--- src/rtl/brcond_pkg.sv ---
package brcond_pkg;

  typedef enum logic [3:0] {
    CC_ZS = 4'd0,  CC_ZC = 4'd1,  CC_CS = 4'd2,  CC_CC = 4'd3,
    CC_NS = 4'd4,  CC_NC = 4'd5,  CC_VS = 4'd6,  CC_VC = 4'd7,
    CC_HI = 4'd8,  CC_HS = 4'd9,  CC_LO = 4'd10, CC_LS = 4'd11,
    CC_GT = 4'd12, CC_GE = 4'd13, CC_LT = 4'd14, CC_LE = 4'd15
  } cond_e;

  typedef struct packed {
    logic n;
    logic z;
    logic v;
    logic c;
  } flags_t;

  localparam int NUM_COND = 16;

  function automatic logic cond_hit(input cond_e cc, input flags_t f);
    logic lt_s;
    lt_s = f.n ^ f.v;
    case (cc)
      CC_ZS:   return f.z;
      CC_ZC:   return !f.z;
      CC_CS:   return f.c;
      CC_CC:   return !f.c;
      CC_NS:   return f.n;
      CC_NC:   return !f.n;
      CC_VS:   return f.v;
      CC_VC:   return !f.v;
      CC_HI:   return !f.c && !f.z;
      CC_HS:   return !f.c;
      CC_LO:   return f.c;
      CC_LS:   return f.c || f.z;
      CC_GT:   return !lt_s && !f.z;
      CC_GE:   return !lt_s;
      CC_LT:   return lt_s;
      default: return lt_s || f.z;
    endcase
  endfunction

endpackage

--- src/rtl/flag_alu.sv ---
module flag_alu
  import brcond_pkg::*;
#(
  parameter int DW = 8
) (
  input  logic [DW-1:0] a,
  input  logic [DW-1:0] b,
  input  logic          sub,
  output flags_t        nxt
);
  localparam int MSB = DW - 1;

  logic [DW:0]   ext;
  logic [DW-1:0] res;
  logic          sign_in_diff;
  logic          sign_flip;

  always_comb begin
    if (sub) ext = {1'b0, a} - {1'b0, b};
    else     ext = {1'b0, a} + {1'b0, b};
    res          = ext[DW-1:0];
    sign_in_diff = a[MSB] ^ b[MSB];
    sign_flip    = res[MSB] ^ a[MSB];
    nxt.c = ext[DW];
    nxt.n = res[MSB];
    nxt.z = (res == '0);
    nxt.v = sub ? (sign_in_diff && sign_flip) : (!sign_in_diff && sign_flip);
  end

  // equal operands under subtract always give zero and no borrow
  always_comb begin
    p_eq_zero_r2: assert (!(sub && a == b) || (nxt.z && !nxt.c));
  end

endmodule

--- src/rtl/flag_reg.sv ---
module flag_reg
  import brcond_pkg::*;
(
  input  logic   clk,
  input  logic   rst_n,
  input  logic   upd,
  input  flags_t d,
  output flags_t q
);
  always_ff @(posedge clk) begin
    if (!rst_n)   q <= '0;
    else if (upd) q <= d;
  end

  p_flags_hold_r4: assert property (@(posedge clk) disable iff (!rst_n)
    !upd |=> $stable(q));

  p_flags_load_r2: assert property (@(posedge clk) disable iff (!rst_n)
    upd |=> q == $past(d));

endmodule

--- src/rtl/cond_eval.sv ---
module cond_eval
  import brcond_pkg::*;
(
  input  flags_t f,
  input  cond_e  cc,
  output logic   hit
);
  logic [NUM_COND-1:0] hit_vec;

  for (genvar i = 0; i < NUM_COND; i++) begin : g_cond
    assign hit_vec[i] = cond_hit(cond_e'(4'(i)), f);
  end

  assign hit = hit_vec[cc];

  always_comb begin
    p_pair_plain_r5: assert (hit_vec[0] != hit_vec[1] && hit_vec[2] != hit_vec[3] &&
                             hit_vec[4] != hit_vec[5] && hit_vec[6] != hit_vec[7]);
    p_pair_uns_r6:   assert (hit_vec[8] != hit_vec[11] && hit_vec[9] != hit_vec[10] &&
                             hit_vec[9] == hit_vec[3]);
    p_pair_sgn_r7:   assert (hit_vec[12] != hit_vec[15] && hit_vec[13] != hit_vec[14] &&
                             (!hit_vec[12] || hit_vec[13]));
  end

endmodule

--- src/rtl/brcond_unit.sv ---
module brcond_unit
  import brcond_pkg::*;
#(
  parameter int DW = 8,
  parameter int AW = 16,
  parameter int LW = 3
) (
  input  logic          clk,
  input  logic          rst_n,
  input  logic          flag_upd,
  input  logic          op_sub,
  input  logic [DW-1:0] opnd_a,
  input  logic [DW-1:0] opnd_b,
  input  logic          br_valid,
  input  logic [3:0]    br_cond,
  input  logic [AW-1:0] pc_cur,
  input  logic [LW-1:0] instr_len,
  input  logic [AW-1:0] eff_addr,
  output logic          br_taken,
  output logic [AW-1:0] next_pc,
  output logic [3:0]    flags
);
  localparam int PAD = AW - LW;

  function automatic logic [AW-1:0] seq_addr(input logic [AW-1:0] pc, input logic [LW-1:0] len);
    return pc + {{PAD{1'b0}}, len};
  endfunction

  flags_t flags_nxt;
  flags_t flags_q;
  logic   cond_met;

  flag_alu #(.DW(DW)) u_alu (
    .a   (opnd_a),
    .b   (opnd_b),
    .sub (op_sub),
    .nxt (flags_nxt)
  );

  flag_reg u_flags (
    .clk   (clk),
    .rst_n (rst_n),
    .upd   (flag_upd),
    .d     (flags_nxt),
    .q     (flags_q)
  );

  cond_eval u_eval (
    .f   (flags_q),
    .cc  (cond_e'(br_cond)),
    .hit (cond_met)
  );

  assign br_taken = br_valid && cond_met;
  assign next_pc  = br_taken ? eff_addr : seq_addr(pc_cur, instr_len);
  assign flags    = flags_q;

  p_taken_target_r8: assert property (@(posedge clk) disable iff (!rst_n)
    br_taken |-> next_pc == eff_addr);

  p_idle_not_taken_r9: assert property (@(posedge clk) disable iff (!rst_n)
    !br_valid |-> !br_taken);

  p_reset_clear_r1: assert property (@(posedge clk)
    !rst_n |=> flags == 4'b0000);

endmodule

--- config.mk ---
export PLATFORM = sky130hd
export DESIGN_NAME = brcond_unit
export DESIGN_NICKNAME = d
export VERILOG_FILES = /design/src/rtl/brcond_pkg.sv /design/src/rtl/flag_alu.sv /design/src/rtl/flag_reg.sv /design/src/rtl/cond_eval.sv /design/src/rtl/brcond_unit.sv
export SDC_FILE = /design/constraint.sdc
export NUM_CORES = 1
export LEC_CHECK = 0
export CORE_MARGIN = 5
export CORE_UTILIZATION = 38
export CTS_CLUSTER_DIAMETER = 30
export DETAILED_ROUTE_END_ITERATION = 16
export PLACE_DENSITY = 0.9
export REMOVE_ABC_BUFFERS = 1
export SYNTH_ARGS = -nofsm -noshare
export SYNTH_HDL_FRONTEND = slang
export SYNTH_SLANG_ARGS = --single-unit
--- constraint.sdc ---
create_clock -name clk -period 3.9 [get_ports clk]
set_clock_uncertainty 0.15 [all_clocks]
set_input_delay 0.78 -clock clk [delete_from_list [all_inputs] [get_ports clk]]
set_output_delay 0.78 -clock clk [all_outputs]
set_load 0.02 [all_outputs]
==> results.json <==
{
  "outcome": "finished, final reports clean",
  "critPathArrivalTime_ns": 2.86,
  "critPathRequiredTime_ns": 2.97,
  "clock-root-buffer": "clkbuf_4",
  "syn_inst": 166,
  "synth_compound_area_frac": 0.168,
  "clk_latency_ns": 0.24,
  "cts_max_path_buffers": 2,
  "synthAdderAreaFrac": 0.140,
  "antenna_cells": 0,
  "period_minus_slack_ns": 3.79,
  "overflow": 0,
  "muxShareOfSynthArea": 0.206,
  "drt_pass1_iterations": 4,
  "drc": 0,
  "die_x_um": 69.7,
  "dieHeight_um": 69.7,
  "globalplace.congestion": 0.785,
  "viasPerCell": 5.12,
  "worst_pin_slew_ns": 0.377,
  "reg.largest.list": "u_flags.q x4",
  "synth_top_family_by_area": "multiplexers",
  "cts_buffers": 3,
  "grt_usage": 0.200,
  "setup_tns_ns": 0,
  "worst-setup-path-type": "in -> out",
  "final_hold_viol_count": 0,
  "ys_seq_area_frac": 0.0591,
  "timing.fmax_ghz": 0.264,
  "drtIter0Drc": 40,
  "antenna_found_initial": 0,
  "ant_nets": 0,
  "synthSimpleGateAreaFrac": 0.197,
  "hold_class": "reg -> reg",
  "placed_area_um2": 2360,
  "cts_tree": "done",
  "clkTransAtPathRegs_ns": 0.04,
  "grt_max_degree": 10,
  "slew-limit-headroom": 0.742,
  "io_pins": 81,
  "via_count": 1628,
  "hpwl_mm": 4.00,
  "totalWireLength_mm": 5.00,
  "cts_num_sinks": 4,
  "final_area_um2": 2440,
  "core_um2": 3390,
  "grt_pass1_vias": 1603,
  "end_kind": "primary output",
  "maxSlewViolCount": 0,
  "grt_pass1_wl_mm": 7.91,
  "setup_viol": 0,
  "fin_nets": 348,
  "die-area_um2": 4860,
  "dp_cells": 311,
  "ys_types": 40,
  "layout-drive-gt1-share": 0.265,
  "initial_core_util": 0.400,
  "avgSynthCellArea_um2": 8.16,
  "startpoint_type": "input pin",
  "synth_area_um2": 1360,
  "p_leak_nw": 1.08,
  "top_register": "u_flags.q",
  "cp_max_fo": 2,
  "rsz0062_at_grt": "false",
  "ff_latch_area_um2": 80.1,
  "multi_input_area_um2": 1240,
  "largest_reg_flops": 4,
  "cap_violations": 0,
  "yosysWarnings": 0,
  "stdcell_count": 318,
  "ir_worst_vdd_uv": 133,
  "fin_crit_sh": 0.971,
  "hold-worst-slack_ns": 0.404,
  "synth-seq-cells": 4,
  "row_count": 21,
  "htreeDepth": 1,
  "power-per-cell-area_nw_per_um2": 200,
  "wl_per_cell_um": 15.7,
  "portBuffers": 80,
  "area_delta_synth_final_pct": 80.4,
  "synth_xor_area_frac": 0.168,
  "fill_cells": 230
}
==> per-stage QoR <==
stage	worst slack [ns]	util	power [mW]
floorplan	0.376	-	0.250
global placement	-0.653	0.696	0.418
detailed placement	-0.745	0.696	0.431
CTS	0.0583	0.718	0.488
global route	0.0108	0.721	0.527
finish	0.112	0.721	0.490
==> final cells by class <==
| class | count | share of cell area |
|---|---|---|
| repair buffers | 105 | 0.402 |
| multi-input cells | 144 | 0.508 |
| well taps | 46 | 0.0235 |
| clock buffers | 3 | 0.00921 |
| flip-flops and latches | 4 | 0.0328 |
| inverters | 16 | 0.0246 |
==> path summary, 6_finish.rpt <==
path,end,slack (ns),startpoint,cells past startpoint
setup / recovery,next_pc[14],0.11,pc_cur[0],11
hold / removal,u_flags.q[0]$_SDFFE_PN0P_,0.40,u_flags.q[0]$_SDFFE_PN0P_,2
setup reg to reg,u_flags.q[1]$_SDFFE_PN0P_,3.06,u_flags.q[1]$_SDFFE_PN0P_,2
hold reg to reg,u_flags.q[0]$_SDFFE_PN0P_,0.40,u_flags.q[0]$_SDFFE_PN0P_,2
==> cells in the mapped netlist <==
cell type | n | area, um2
and3b_1 | 1 | 8.76
nor2b_1 | 2 | 12.5
a211oi_1 | 1 | 7.51
or4_1 | 1 | 7.51
a221oi_1 | 1 | 8.76
nand2_1 | 9 | 33.8
o21ai_0 | 2 | 10.0
xor2_1 | 6 | 52.6
buf_12 | 1 | 20.0
or3b_1 | 1 | 8.76
xnor2_1 | 20 | 175
mux2i_1 | 5 | 50.1
mux4_2 | 1 | 22.5
o31ai_1 | 1 | 7.51
clkbuf_1 | 1 | 3.75
o21ai_2 | 1 | 8.76
ha_1 | 12 | 150
mux2_4 | 7 | 105
a2111oi_0 | 2 | 17.5
nand3_1 | 5 | 25.0
nand2b_1 | 2 | 12.5
nor2_1 | 14 | 52.6
o21bai_1 | 3 | 22.5
dfxtp_1 | 4 | 80.1
a22oi_1 | 1 | 7.51
nand3b_1 | 5 | 37.5
nor4_1 | 2 | 12.5
mux2_2 | 9 | 101
fa_1 | 2 | 40.0
o2111ai_4 | 1 | 26.3
or3b_2 | 1 | 8.76
and3_1 | 1 | 6.26
inv_1 | 16 | 60.1
a21o_1 | 4 | 30.0
a41oi_1 | 1 | 8.76
nor3_1 | 3 | 15.0
a21boi_0 | 1 | 7.51
a31oi_1 | 4 | 25.0
nand4_1 | 4 | 25.0
a21oi_1 | 8 | 40.0
==> cell families (layout without fill, tap and decap cells) <==
| group | after synthesis | in the layout |
|---|---|---|
| simple gates | 51 | 51 |
| fa+ha+maj | 14 | 14 |
| buf+inv | 18 | 124 |
| mux | 22 | 22 |
| compound gates | 31 | 31 |
| xor+xnor | 26 | 26 |
| flops | 4 | 4 |
==> cells in the final DEF (no fill, tap or decap), types with 2 or more instances in the layout <==
cell | netlist | routed
buf_2 | 0 | 8
a31oi_1 | 4 | 4
inv_1 | 16 | 14
mux2i_1 | 5 | 5
dlygate4sd2_1 | 0 | 7
clkbuf_4 | 0 | 3
nand4_1 | 4 | 4
o21bai_1 | 3 | 3
nor2b_1 | 2 | 2
dfxtp_1 | 4 | 4
clkdlybuf4s15_2 | 0 | 5
o21ai_0 | 2 | 2
a21oi_1 | 8 | 7
nor4_1 | 2 | 2
nor2_2 | 0 | 2
nand3_1 | 5 | 5
nor2_1 | 14 | 12
mux2_2 | 9 | 9
clkdlybuf4s50_1 | 0 | 58
inv_2 | 0 | 2
a21o_1 | 4 | 4
nand3b_1 | 5 | 5
nor3_1 | 3 | 3
nand2_1 | 9 | 9
xnor2_1 | 20 | 20
ha_1 | 12 | 11
mux2_4 | 7 | 7
buf_4 | 0 | 23
xor2_1 | 6 | 6
==> worst max-delay path: stages <==
cell and delay [ns]:
dlygate4sd2_1 0.22, ha_2 0.21, inv_2 0.05, fa_2 0.34, nand2b_4 0.16, a2111oi_4 0.27
buf_4 0.16, nand4_1 0.11, xnor2_1 0.15, mux2_4 0.27, buf_6 0.13
==> metal layers <==
metal | GRT usage | routed length, um
met1 | 0.219 | 2000
met2 | 0.368 | 2550
met3 | 0.0638 | 371
met4 | 0.0553 | 72
met5 | 0 | 0
==> repair_timing <==
action / 4_1_cts / 5_1_grt
gates resized for setup: 73 / 2
hold buffers: 0 / 0
endpoints found under the setup margin: 17 / 5
setup buffers: 2 / 1
pin swaps: 5 / 3
hold endpoints to repair: 0 / 0
gates cloned: 1 / 0
==> power breakdown <==
part / total (mW) / internal [mW] / switching [mW]
combinational: 0.385 / 0.208 / 0.177
sequential: 0.0499 / 0.0449 / 0.00504
clock: 0.0547 / 0.0346 / 0.0201
Note: power is estimated with default switching activity, not from simulation.
